## src/rtl/irq_request_gen.sv

```systemverilog
module irq_request_gen #(
  parameter int LVL_W  = 3,
  parameter int DATA_W = 8,
  parameter logic [DATA_W-LVL_W-1:0] MARKER = 5'b11110,
  localparam int LINES = (1 << LVL_W) - 1
) (
  input  logic              clk,
  input  logic              rst_n,
  input  logic              wr_en,
  input  logic [DATA_W-1:0] wdata,
  output logic [DATA_W-1:0] rdata,
  input  logic              iack,
  output logic [LINES-1:0]  irq_o
);

  logic [LVL_W-1:0] level_q;
  logic [LVL_W-1:0] level_d;
  logic [LINES-1:0] irq_q;

  always_comb begin
    level_d = level_q;
    if (wr_en)
      level_d = wdata[LVL_W-1:0];
    else if (iack)
      level_d = '0;
  end

  always_ff @(posedge clk) begin
    if (!rst_n) level_q <= '0;
    else        level_q <= level_d;
  end

  for (genvar k = 0; k < LINES; k++) begin : g_line
    always_ff @(posedge clk) begin
      if (!rst_n) irq_q[k] <= 1'b0;
      else        irq_q[k] <= (level_d == LVL_W'(k + 1));
    end
  end

  assign irq_o = irq_q;
  assign rdata = {MARKER, level_q};

endmodule


```

## config.mk

```make
export PLATFORM = sky130hd
export DESIGN_NAME = irq_request_gen
export DESIGN_NICKNAME = d
export VERILOG_FILES = /design/src/rtl/irq_request_gen.sv
export SDC_FILE = /design/constraint.sdc
export NUM_CORES = 1
export LEC_CHECK = 0
export BUFFER_PORTS_ARGS = -buffer_cell sky130_fd_sc_hd__buf_2
export CAP_MARGIN = 10
export CORE_AREA = 2 2 39 41
export CTS_BUF_LIST = sky130_fd_sc_hd__clkbuf_16
export CTS_CLUSTER_DIAMETER = 120
export CTS_CLUSTER_SIZE = 20
export DETAILED_ROUTE_END_ITERATION = 16
export DIE_AREA = 0 0 41 43
export SYNTH_ARGS = -nofsm -noshare
export SYNTH_HDL_FRONTEND = slang
export SYNTH_SLANG_ARGS = --single-unit
```

## constraint.sdc

```tcl
create_clock -name clk -period 1.3 [get_ports clk]
set_input_delay 0.195 -clock clk [delete_from_list [all_inputs] [get_ports clk]]
set_output_delay 0.195 -clock clk [all_outputs]
set_load 0.01 [all_outputs]
```

* Word level (Yosys, flattened, before mapping)
Index checks and enable logic that the tools add are counted.
Storage, ports and cells: input port bits 12, output and inout bits 15, bits in latches 0, memories 0, ROM bits 0, register bits after elaboration 10, word-level logic and storage cells 17, RAM bits 0
Cells by class: $add $sub $neg 0, $mul 0, bitwise gates (word level) 0, $lt $le $gt $ge 0, equal/unequal tests 7, div/mod/pow operators 0, mux-type cells 2, reduce and logical (&&, ||, !) cells 0, shift operators 0
Operators with widths (number):
- $eq 3x3->1 const B | 4
- $eq 3x2->1 const B | 2
- $mux 3 | 2
- $eq 3x1->1 const B | 1

* Depth between registers and ports, before layout
Gate-level depths: netlist of run 1.
depth after elaboration 3, gate-level depth with buffers 3, mapped depth without buffers 3

* Worst setup path after synthesis of run 1
No wires, ideal clock.
path type reg2reg, start register level_q[2], end register irq_q[5], in the netlist irq_o[5], cell stages (with the launch flop) 4, setup slack 0.109 ns, arrival 1.113 ns, library setup time 0.078 ns, path buffers 0, cell sequence dfxtp_1 or3b_1 a21bo_2 nor3_1
On the way: word-level cells in the longest chain between the ends 3
Ends and longest elaborated chain:
- start, declared | RTL line 16 | logic [LVL_W-1:0] level_q;
- start signal, assigned | RTL line 30 | else level_q <= level_d;
- $mux 3 | RTL line 24 | else if (iack)
- $mux 3 | RTL line 22 | if (wr_en)
- $eq 3x3->1 | RTL line 36 | else irq_q[k] <= (level_d == LVL_W'(k + 1));
- end signal, assigned by index | RTL line 36
- end, declared | RTL line 18 | logic [LINES-1:0] irq_q;
No other way between the ends. A chain may end at the register's enable or synchronous reset.

* Worst setup path in the final report of run 1
start register level_q[2], end register irq_q[6], in the netlist irq_o[6]
The elaborated chain is that of the path after synthesis.

==> results of run 1 <==
layer usage:
layer	vias to the layer above	global-route usage [%]	routed length, um
met1	134	10.97	294
met5	-	0	0
met2	14	14.37	364
met4	0	12.00	0
li1	155	-	-
met3	0	1.571	66
power groups by stage:
stage	sequential, uW	combinational [uW]	clock [uW]
final	321	66.0	541
after global routing	323	75.0	568
after CTS	322	67.1	555
after detailed placement	327	66.6	0
after global placement	326	65.8	0
after floorplan	332	42.5	0
worst min path at each step:
| stage | start | end | slack [ps] |
|---|---|---|---|
| 6_report | rst_n | level_q[1] | 200 |
| 3_3_place_gp | rst_n | level_q[1] | 440 |
| 3_5_place_dp | rst_n | level_q[0] | 440 |
| 2_1_floorplan | rst_n | level_q[0] | 320 |
| 5_1_grt | rst_n | level_q[0] | 220 |
| 4_1_cts | rst_n | level_q[0] | 200 |
final cells by class:
cell class,count,area [um2],area share (%)
timing repair buffer,17,87.58,16.59
clock inverter,1,3.754,0.7109
multi-input combinational,25,137.6,26.07
clock buffer,3,75.07,14.22
tap,16,20.02,3.791
sequential,10,200.2,37.91
inverter,1,3.754,0.7109
cell families after synthesis:
logic type	after synthesis	share of synthesized area [%]
buffers and inverters	6	11.22
DFF	10	54.42
AOI/OAI and AO/OA	5	10.88
and+or+nand+nor	15	21.43
other	2	2.042
cells in the mapped netlist (all sizes together):
master  instances  share of area, %
dfxtp          10                54
nor3            7               9.5
buf             5                10
and2            2               3.4
conb            2               2.0
nand2           2               2.0
a21bo           1               2.7
a22o            1               2.7
a22oi           1               2.0
inv             1               1.0
nand2b          1               1.7
nand3           1               1.4
nor2            1               1.0
o21a            1               2.0
o21ai           1               1.4
or3b            1               2.4
sequential cells by signal, summed over array words and instances (netlist names):
signal and count:
irq_o 7, level_q 3
worst max-delay path: cells and delay by family, from the launching register on:
kind | cells | cell delay [ps]
flops | 1 | 320
simple gates | 2 | 550
compound gates | 1 | 260
metrics by stage:
stage / hold slack [ps] / setup slack, ps / total power (uW)
3_5_place_dp: 441.8 / 71.01 / 393.3
3_3_place_gp: 444.3 / 72.38 / 392.1
6_report: 199.8 / 89.96 / 928.2
2_1_floorplan: 316.7 / 108.8 / 374.4
4_1_cts: 197.4 / 89.79 / 943.7
5_1_grt: 223.9 / 1.156 / 965.6
==> qor.txt, run 1 <==
CELLS AND AREA
-----------------------------------------------------------------------------------------------
Most common cell after layout, fill and taps aside ............................... sky130_fd_sc_hd__buf_2
Most used cells in the layout excluding fill and tap cells ....................... 16 x sky130_fd_sc_hd__buf_2, 10 x sky130_fd_sc_hd__dfxtp_1, 7 x sky130_fd_sc_hd__nor3_1
Utilization of the core after routing ............................................       38.16%
Diodes inserted ..................................................................            0
Final instance count without filler cells ........................................           73
Share of post-route cells with drive strength above 1 ............................       38.60%
Final layout net count ...........................................................           70
Post-synthesis to final-layout area growth .......................................       43.54%
# fillers ........................................................................          153
Final design area excluding fillers ..............................................    528.0 um2

WORST SETUP PATH
-----------------------------------------------------------------------------------------------
Required time of the worst setup path ............................................      1450 ps
Register-to-register setup slack .................................................        90 ps
Crit path to .....................................................................     irq_o[6]
Startpoint of the most critical setup path .......................................   level_q[2]
Launch instance of the worst register-to-register path ...........................   level_q[2]
CP peak stage delay ..............................................................       360 ps
Crit path capture type ...........................................................         flop
Sequence of cells on the critical path ........................................... or3b_1 -> a21bo_2 -> nor3_1
Maximum fanout along the worst path ..............................................            5
FF-to-FF End .....................................................................     irq_o[6]
Data arrival time at the worst-slack endpoint ....................................      1360 ps
Number of cell instances on the worst register-to-register path ..................            3
Startpoint class of the critical path ............................................         flop
Slowest-stage cell, CP ........................................................... sky130_fd_sc_hd__or3b_1
CP Class ......................................................................... flop to flop

RUN STATUS
-----------------------------------------------------------------------------------------------
Run status ....................................................................... finished clean

TIMING
-----------------------------------------------------------------------------------------------
Setup repair after global routing missed its margin ..............................        false
Fin crit share ...................................................................       93.08%
Final-report setup violation count ...............................................            0
Timing-limited maximum frequency .................................................    826.4 MHz
Post-route clock skew ............................................................     1.237 ps
Final hold violations ............................................................            0
Final-report max-slew violation count ............................................            0
Minimum period implied by the final worst setup slack ............................      1210 ps
Setup TNS ........................................................................         0 ps

POWER AND IR DROP
-----------------------------------------------------------------------------------------------
Power per Cell Area ..............................................................  1758 nW/um2
Maximum vdd ir drop ..............................................................    0.4808 mV
Share of total power in combinational logic ......................................         7.1%
Share of total power in sequential cells .........................................        34.6%
Cell internal pwr ................................................................     748.2 uW
Switching Power ..................................................................     180.0 uW
Leakage component of the power ................................................... 0.0002613 uW
Clock group share of total power .................................................        58.3%
Switching part of the total power ................................................       19.39%

ROUTE
-----------------------------------------------------------------------------------------------
Number of routed nets with antenna violations ....................................            0
Drt initial violations ...........................................................            2
Pre-antenna DRT Iters ............................................................            4
Via count ........................................................................          303
DRC violation count after routing ................................................            0
Vias per Instance ................................................................        4.151
Routed Wire Length ...............................................................       725 um
WL/cell ..........................................................................     9.932 um

PLACED DESIGN
-----------------------------------------------------------------------------------------------
Global placement routability congestion ..........................................       0.6901
Placed Cells .....................................................................           69
Port-buffer cells ................................................................           16
Detailed Place HPWL ..............................................................     570.7 um
Placement-stage cell area ........................................................    449.2 um2

FLOORPLAN
-----------------------------------------------------------------------------------------------
Die area .........................................................................     1763 um2
Io pins ..........................................................................           27
Die Height .......................................................................        43 um
Effective utilization at floorplan ...............................................       26.58%
Floorplan row count ..............................................................           14
Chip Width .......................................................................        41 um
Placeable Area ...................................................................     1384 um2

GLOBAL ROUTE
-----------------------------------------------------------------------------------------------
Wire length of the first global-routing pass .....................................      1110 um
Maximum number of pins on one net before global-route repair .....................            8
Antenna violations before repair .................................................            0
Vias in the first global route ...................................................          283
Gr usage total ...................................................................       10.15%
Total global routing overflow ....................................................            0

CLOCKING
-----------------------------------------------------------------------------------------------
Post-CTS Hold Fix Bufs ...........................................................            0
Clock Path Buffers ...............................................................            2
Post-cts gate resize count .......................................................            0
H-tree Lvls ......................................................................            1
Clock input transition at the sequential cells of the worst setup and hold paths .        40 ps
Clock tree root buffer cell ...................................................... sky130_fd_sc_hd__clkbuf_16
Buffers inserted during post-CTS setup optimization ..............................            0
Source-to-sink clock delay at the later pin of the worst-skew pair ...............       230 ps
CTS sink cnt .....................................................................           10
TritonCTS clock tree .............................................................          yes
Number of CTS-inserted buffers ...................................................            3

FLOW RUN
-----------------------------------------------------------------------------------------------
Maximum capacitance violations ...................................................            0

YOSYS
-----------------------------------------------------------------------------------------------
Mean instance size in the synthesized netlist ....................................    9.680 um2
Synthesized flop and latch total .................................................           10
Post-synthesis instance area .....................................................    367.9 um2
Gate count of the mapped netlist .................................................           38
Sequential fraction of the synthesis area ........................................       54.42%
Number of synthesis warnings .....................................................            0
Distinct cells, synth ............................................................           16

HOLD PATH
-----------------------------------------------------------------------------------------------
Hold Path Depth ..................................................................            2
Type of the most critical hold path .............................................. primary input to flop

Power figures use the tool's default switching activity.
==> run 2, diff against run 1 <==
CTS_BUF_LIST = sky130_fd_sc_hd__clkbuf_8   (was sky130_fd_sc_hd__clkbuf_16)
GPL_TIMING_DRIVEN = 0   (was not set)
==> run 2 against run 1 <==
Net effect: die area is the same; utilization up 0.81 points; power fell by 15%; global-route usage unchanged; highest routed layer is now met4; sequential share of layout area decreased by 0.79 points; flip-flop and latch count unchanged; combinational power is 17% higher; maximum frequency down 1.2%; non-clock buffer count is 4 higher.
==> qor.txt, run 2 (same netlist as run 1, synthesis figures left out) <==
CELLS AND AREA
-----------------------------------------------------------------------------------------------
Most common cell after layout, fill and taps aside ............................... sky130_fd_sc_hd__buf_2
# fillers ........................................................................          150
Final layout net count ...........................................................           74
Utilization of the core after routing ............................................       38.97%
Footprint of the multi-input gates ...............................................    142.6 um2
Register Area ....................................................................    200.2 um2
Largest register FFs .............................................................            7
Most used cells in the layout excluding fill and tap cells ....................... 16 x sky130_fd_sc_hd__buf_2, 10 x sky130_fd_sc_hd__dfxtp_1, 6 x sky130_fd_sc_hd__nor3_1
Final design area excluding fillers ..............................................    539.3 um2
Share of post-route cells with drive strength above 1 ............................       45.90%
Diodes inserted ..................................................................            0
Post-synthesis to final-layout area growth .......................................       46.60%

POWER AND IR DROP
-----------------------------------------------------------------------------------------------
Power per Cell Area ..............................................................  1458 nW/um2
Total power ......................................................................     786.1 uW
Share of total power in combinational logic ......................................         9.8%
Maximum vdd ir drop ..............................................................    0.4593 mV
Share of total power in sequential cells .........................................        40.8%
Cell internal pwr ................................................................     618.8 uW
Switching part of the total power ................................................       21.28%
Leakage component of the power ................................................... 0.0002691 uW
Clock group share of total power .................................................        49.4%
Switching Power ..................................................................     167.3 uW

ROUTE
-----------------------------------------------------------------------------------------------
Routed Wire Length ...............................................................       739 um
WL/cell ..........................................................................     9.597 um
Number of routed nets with antenna violations ....................................            0
DRC violation count after routing ................................................            0
Drt initial violations ...........................................................            1
Pre-antenna DRT Iters ............................................................            2
Top metal layer carrying routed signals ..........................................         met4
Via count ........................................................................          321
Met3 wire length .................................................................        78 um
Vias per Instance ................................................................        4.169
Met2 routed wirelength ...........................................................       311 um
Metal1 wirelength ................................................................       310 um

HOLD PATH
-----------------------------------------------------------------------------------------------
Hold_sp ..........................................................................        rst_n
Type of the most critical hold path .............................................. primary input to flop

FLOORPLAN
-----------------------------------------------------------------------------------------------
Placeable Area ...................................................................     1384 um2
Effective utilization at floorplan ...............................................       26.58%
Die area .........................................................................     1763 um2
Chip Width .......................................................................        41 um
Io pins ..........................................................................           27
Die Height .......................................................................        43 um
Floorplan row count ..............................................................           14

TIMING
-----------------------------------------------------------------------------------------------
Final hold violations ............................................................            0
Final-report max-slew violation count ............................................            0
Final-report setup violation count ...............................................            0
Fin crit share ...................................................................       94.19%
Setup repair after global routing missed its margin ..............................        false
Setup slack after layout .........................................................     75.55 ps
Timing-limited maximum frequency .................................................    816.7 MHz
Setup TNS ........................................................................         0 ps
Post-route clock skew ............................................................     2.154 ps
Minimum period implied by the final worst setup slack ............................      1224 ps

CLOCKING
-----------------------------------------------------------------------------------------------
CTS sink cnt .....................................................................           10
Clock Path Buffers ...............................................................            2
Source-to-sink clock delay at the later pin of the worst-skew pair ...............       240 ps
Buffers inserted during post-CTS setup optimization ..............................            0
Number of CTS-inserted buffers ...................................................            3
H-tree Lvls ......................................................................            1
Clock tree root buffer cell ...................................................... sky130_fd_sc_hd__clkbuf_8
Clock input transition at the sequential cells of the worst setup and hold paths .        50 ps
TritonCTS clock tree .............................................................          yes

PLACED DESIGN
-----------------------------------------------------------------------------------------------
Worst setup timing slack at the placement stage ..................................     41.83 ps
Detailed Place HPWL ..............................................................     582.5 um
Port-buffer cells ................................................................           16
Placement-stage cell area ........................................................    479.2 um2
Global placement routability congestion ..........................................       0.6746

WORST SETUP PATH
-----------------------------------------------------------------------------------------------
Required time of the worst setup path ............................................      1460 ps
Maximum fanout along the worst path ..............................................            5
Crit path to .....................................................................     irq_o[4]
FF-to-FF End .....................................................................     irq_o[4]
Startpoint class of the critical path ............................................         flop
Startpoint of the most critical setup path .......................................   level_q[2]
Launch instance of the worst register-to-register path ...........................   level_q[2]
Crit path capture type ...........................................................         flop
Number of cell instances on the worst register-to-register path ..................            3
Register-to-register setup slack .................................................        80 ps
CP Class ......................................................................... flop to flop
Data arrival time at the worst-slack endpoint ....................................      1380 ps

GLOBAL ROUTE
-----------------------------------------------------------------------------------------------
Vias in the first global route ...................................................          260
Wire length of the first global-routing pass .....................................      1069 um
Antenna violations before repair .................................................            0
Gr usage total ...................................................................       10.15%
Total global routing overflow ....................................................            0
Maximum number of pins on one net before global-route repair .....................            9

RUN STATUS
-----------------------------------------------------------------------------------------------
Run status ....................................................................... finished clean

FLOW RUN
-----------------------------------------------------------------------------------------------
Maximum capacitance violations ...................................................            0

[run 2: metrics by stage]
step                      hold WS, ps  cells
after floorplan                 316.7     41
final                           196.7     77
after CTS                       199.7     77
after detailed placement        448.4     73
after global placement          441.2     73
after global routing            212.7     77
[run 2: timing repair]
action / 4_1_cts / 5_1_grt
setup endpoints to repair: 0 / 1
resized for setup: 0 / 1
hold buffers: 0 / 0
[run 2: worst max-delay path: stages, from the launching register on]
cell and delay [ps]:
sky130_fd_sc_hd__dfxtp_1 310, sky130_fd_sc_hd__or3b_1 370, sky130_fd_sc_hd__a21bo_2 270, sky130_fd_sc_hd__nor3_1 190
[run 2: area by class of cell]
type,count,share of cell area [%]
Sequential cell,10,37.12
Clock buffer,4,10.21
Buffer,5,6.961
Multi-Input combinational cell,25,26.45
Timing Repair Buffer,16,14.85
Inverter,1,0.6961
Tap cell,16,3.712
[run 2: power groups by stage]
stage / Combinational, uW / Clock [uW] / Sequential (uW)
floorplan: 42.5 / 0 / 332
CTS: 75.9 / 403 / 320
global route: 84.2 / 416 / 321
detailed placement: 75.7 / 0 / 327
global placement: 74.3 / 0 / 326
finish: 77.0 / 389 / 320
[run 2: how the worst min path moves through the flow]
stage / to / slack, ps / cells after the start
after global routing: level_q[0] / 210 / 2
after CTS: level_q[0] / 200 / 2
final: level_q[1] / 200 / 2
after detailed placement: level_q[1] / 450 / 2
after floorplan: level_q[0] / 320 / 1
after global placement: level_q[1] / 440 / 2
[run 2: metal layers]
metal	global-route usage (%)	vias to the layer above
met1	10.97	137
met5	0	-
met2	12.50	16
li1	-	164
met3	3.141	4
met4	14.00	0
==> run 3, diff against run 2 <==
BUFFER_PORTS_ARGS = not set   (was -buffer_cell sky130_fd_sc_hd__buf_2)
DONT_BUFFER_PORTS = 1   (was not set)
==> run 3 against run 2 <==
Net effect: clock skew shrank 0.88 ps; global-route usage is 1.3 points lower; combinational power down 38%; worst setup slack worse by 23 ps; wire length shrank 12%; first-iteration DRC count grew to 8.0 times the previous value; final area is 16% lower; worst hold slack worse by 110 ps.
==> qor.txt, run 3 (same netlist as run 1, synthesis figures left out) <==
RUN STATUS
-----------------------------------------------------------------------------------------------
Run status ....................................................................... finished clean

CLOCKING
-----------------------------------------------------------------------------------------------
Clock input transition at the sequential cells of the worst setup and hold paths .        50 ps
Clock Path Buffers ...............................................................            2
Post-CTS Hold Fix Bufs ...........................................................            0
TritonCTS clock tree .............................................................          yes
CTS sink cnt .....................................................................           10
Number of CTS-inserted buffers ...................................................            3
H-tree Lvls ......................................................................            1
Clock tree root buffer cell ...................................................... sky130_fd_sc_hd__clkbuf_8
Source-to-sink clock delay at the later pin of the worst-skew pair ...............       230 ps

TIMING
-----------------------------------------------------------------------------------------------
Final hold violations ............................................................            0
Minimum period implied by the final worst setup slack ............................      1248 ps
Setup TNS ........................................................................         0 ps
Final-report setup violation count ...............................................            0
Fin crit share ...................................................................       95.96%
Setup repair after global routing missed its margin ..............................        false
Timing-limited maximum frequency .................................................    801.6 MHz
Setup slack after layout .........................................................     52.49 ps
Post-route clock skew ............................................................     1.269 ps
Final-report max-slew violation count ............................................            0

POWER AND IR DROP
-----------------------------------------------------------------------------------------------
Maximum vdd ir drop ..............................................................    0.4414 mV
Power per Cell Area ..............................................................  1654 nW/um2
Leakage component of the power ................................................... 0.0001920 uW

PLACED DESIGN
-----------------------------------------------------------------------------------------------
Worst setup timing slack at the placement stage ..................................     25.10 ps
Port-buffer cells ................................................................            0
Global placement routability congestion ..........................................       0.6797
Detailed Place HPWL ..............................................................     509.8 um

GLOBAL ROUTE
-----------------------------------------------------------------------------------------------
Antenna violations before repair .................................................            0
Vias in the first global route ...................................................          217
Gr usage total ...................................................................       8.818%
Maximum number of pins on one net before global-route repair .....................            9
Wire length of the first global-routing pass .....................................       972 um
Total global routing overflow ....................................................            0

CELLS AND AREA
-----------------------------------------------------------------------------------------------
Diodes inserted ..................................................................            0
Post-synthesis to final-layout area growth .......................................       23.81%
Most used cells in the layout excluding fill and tap cells ....................... 9 x sky130_fd_sc_hd__dfxtp_1, 7 x sky130_fd_sc_hd__nor3_1, 5 x sky130_fd_sc_hd__buf_4, 5 x sky130_fd_sc_hd__conb_1, 4 x sky130_fd_sc_hd__clkbuf_8
Final layout net count ...........................................................           58
Register Area ....................................................................    201.4 um2
Most common cell after layout, fill and taps aside ............................... sky130_fd_sc_hd__dfxtp_1
Largest register FFs .............................................................            7
Footprint of the multi-input gates ...............................................    137.6 um2
Share of post-route cells with drive strength above 1 ............................       26.67%
# fillers ........................................................................          150

ROUTE
-----------------------------------------------------------------------------------------------
WL/cell ..........................................................................     10.64 um
Drt initial violations ...........................................................            8
DRC violation count after routing ................................................            0
Pre-antenna DRT Iters ............................................................            2
Via count ........................................................................          254
Number of routed nets with antenna violations ....................................            0
Vias per Instance ................................................................        4.164
Routed Wire Length ...............................................................       649 um

WORST SETUP PATH
-----------------------------------------------------------------------------------------------
Crit path capture type ...........................................................         flop
Startpoint class of the critical path ............................................         flop
Required time of the worst setup path ............................................      1450 ps
CP Class ......................................................................... flop to flop
Data arrival time at the worst-slack endpoint ....................................      1400 ps
Maximum fanout along the worst path ..............................................            5

FLOORPLAN
-----------------------------------------------------------------------------------------------
Die Height .......................................................................        43 um
Io pins ..........................................................................           27
Placeable Area ...................................................................     1384 um2
Chip Width .......................................................................        41 um
Die area .........................................................................     1763 um2
Floorplan row count ..............................................................           14
Effective utilization at floorplan ...............................................       26.58%

FLOW RUN
-----------------------------------------------------------------------------------------------
Maximum capacitance violations ...................................................            0

HOLD PATH
-----------------------------------------------------------------------------------------------
Type of the most critical hold path .............................................. primary input to flop

==> run 3: changes by cell type in the layout (fill, tap and decap cells not counted) <==
cell | before | now
sky130_fd_sc_hd__buf_2 | 16 | 0
sky130_fd_sc_hd__nor3_2 | 1 | 0
sky130_fd_sc_hd__dfxtp_1 | 10 | 9
sky130_fd_sc_hd__dfxtp_2 | 0 | 1
sky130_fd_sc_hd__nor3_1 | 6 | 7
==> run 3: worst max-delay path, stage by stage, from the launching register on <==
cell and delay [ps]:
sky130_fd_sc_hd__dfxtp_2 350, sky130_fd_sc_hd__or3b_1 370, sky130_fd_sc_hd__a21bo_2 270, sky130_fd_sc_hd__nor3_1 180
==> run 3: per-layer routing <==
layer / global-route usage (%) / part of all wire (%)
met4: 10.00 / 0
met3: 5.236 / 13
met2: 10.00 / 44
met5: 0 / 0
met1: 9.904 / 42
==> run 3: per-stage QoR <==
stage          utilization (%)  cells  total power [uW]  area [um2]  hold slack, ps
2_1_floorplan                -     41             374.4       379.1           316.7
3_3_place_gp             28.84     57             379.5       399.1           322.1
3_5_place_dp             28.84     57             380.4       399.1           322.5
4_1_cts                  32.82     61             771.5       454.2           77.62
5_1_grt                  32.91     61             793.2       455.4           82.30
6_report                 32.91     61             753.3       455.4           85.41
==> run 3: worst paths after layout <==
kind,start,end,slack [ps],depth (start not counted)
worst max-delay path,level_q[2],irq_o[3],50,3
worst min-delay path,rst_n,level_q[1],90,1
worst max register to register,level_q[2],irq_o[3],50,3
worst min register to register,level_q[1],irq_o[4],690,2
==> run 3: repair_timing <==
action / 4_1_cts / 5_1_grt
endpoints found under the hold margin: 0 / 0
resized for setup: 0 / 1
endpoints found under the setup margin: 0 / 4
buffers inserted: 0 / 0
==> run 3: layout make-up <==
type / count / share of cell area [%]
tap: 16 / 4.396
sequential: 10 / 44.23
clock buffer: 4 / 12.09
multi-input combinational: 25 / 30.22
inverter: 1 / 0.8242
buffer: 5 / 8.242
==> run 3: power breakdown <==
group	internal (uW)	total (uW)	switching, uW
registers	318	328	9.59
clock network	265	378	113
logic	22.6	47.6	25.0
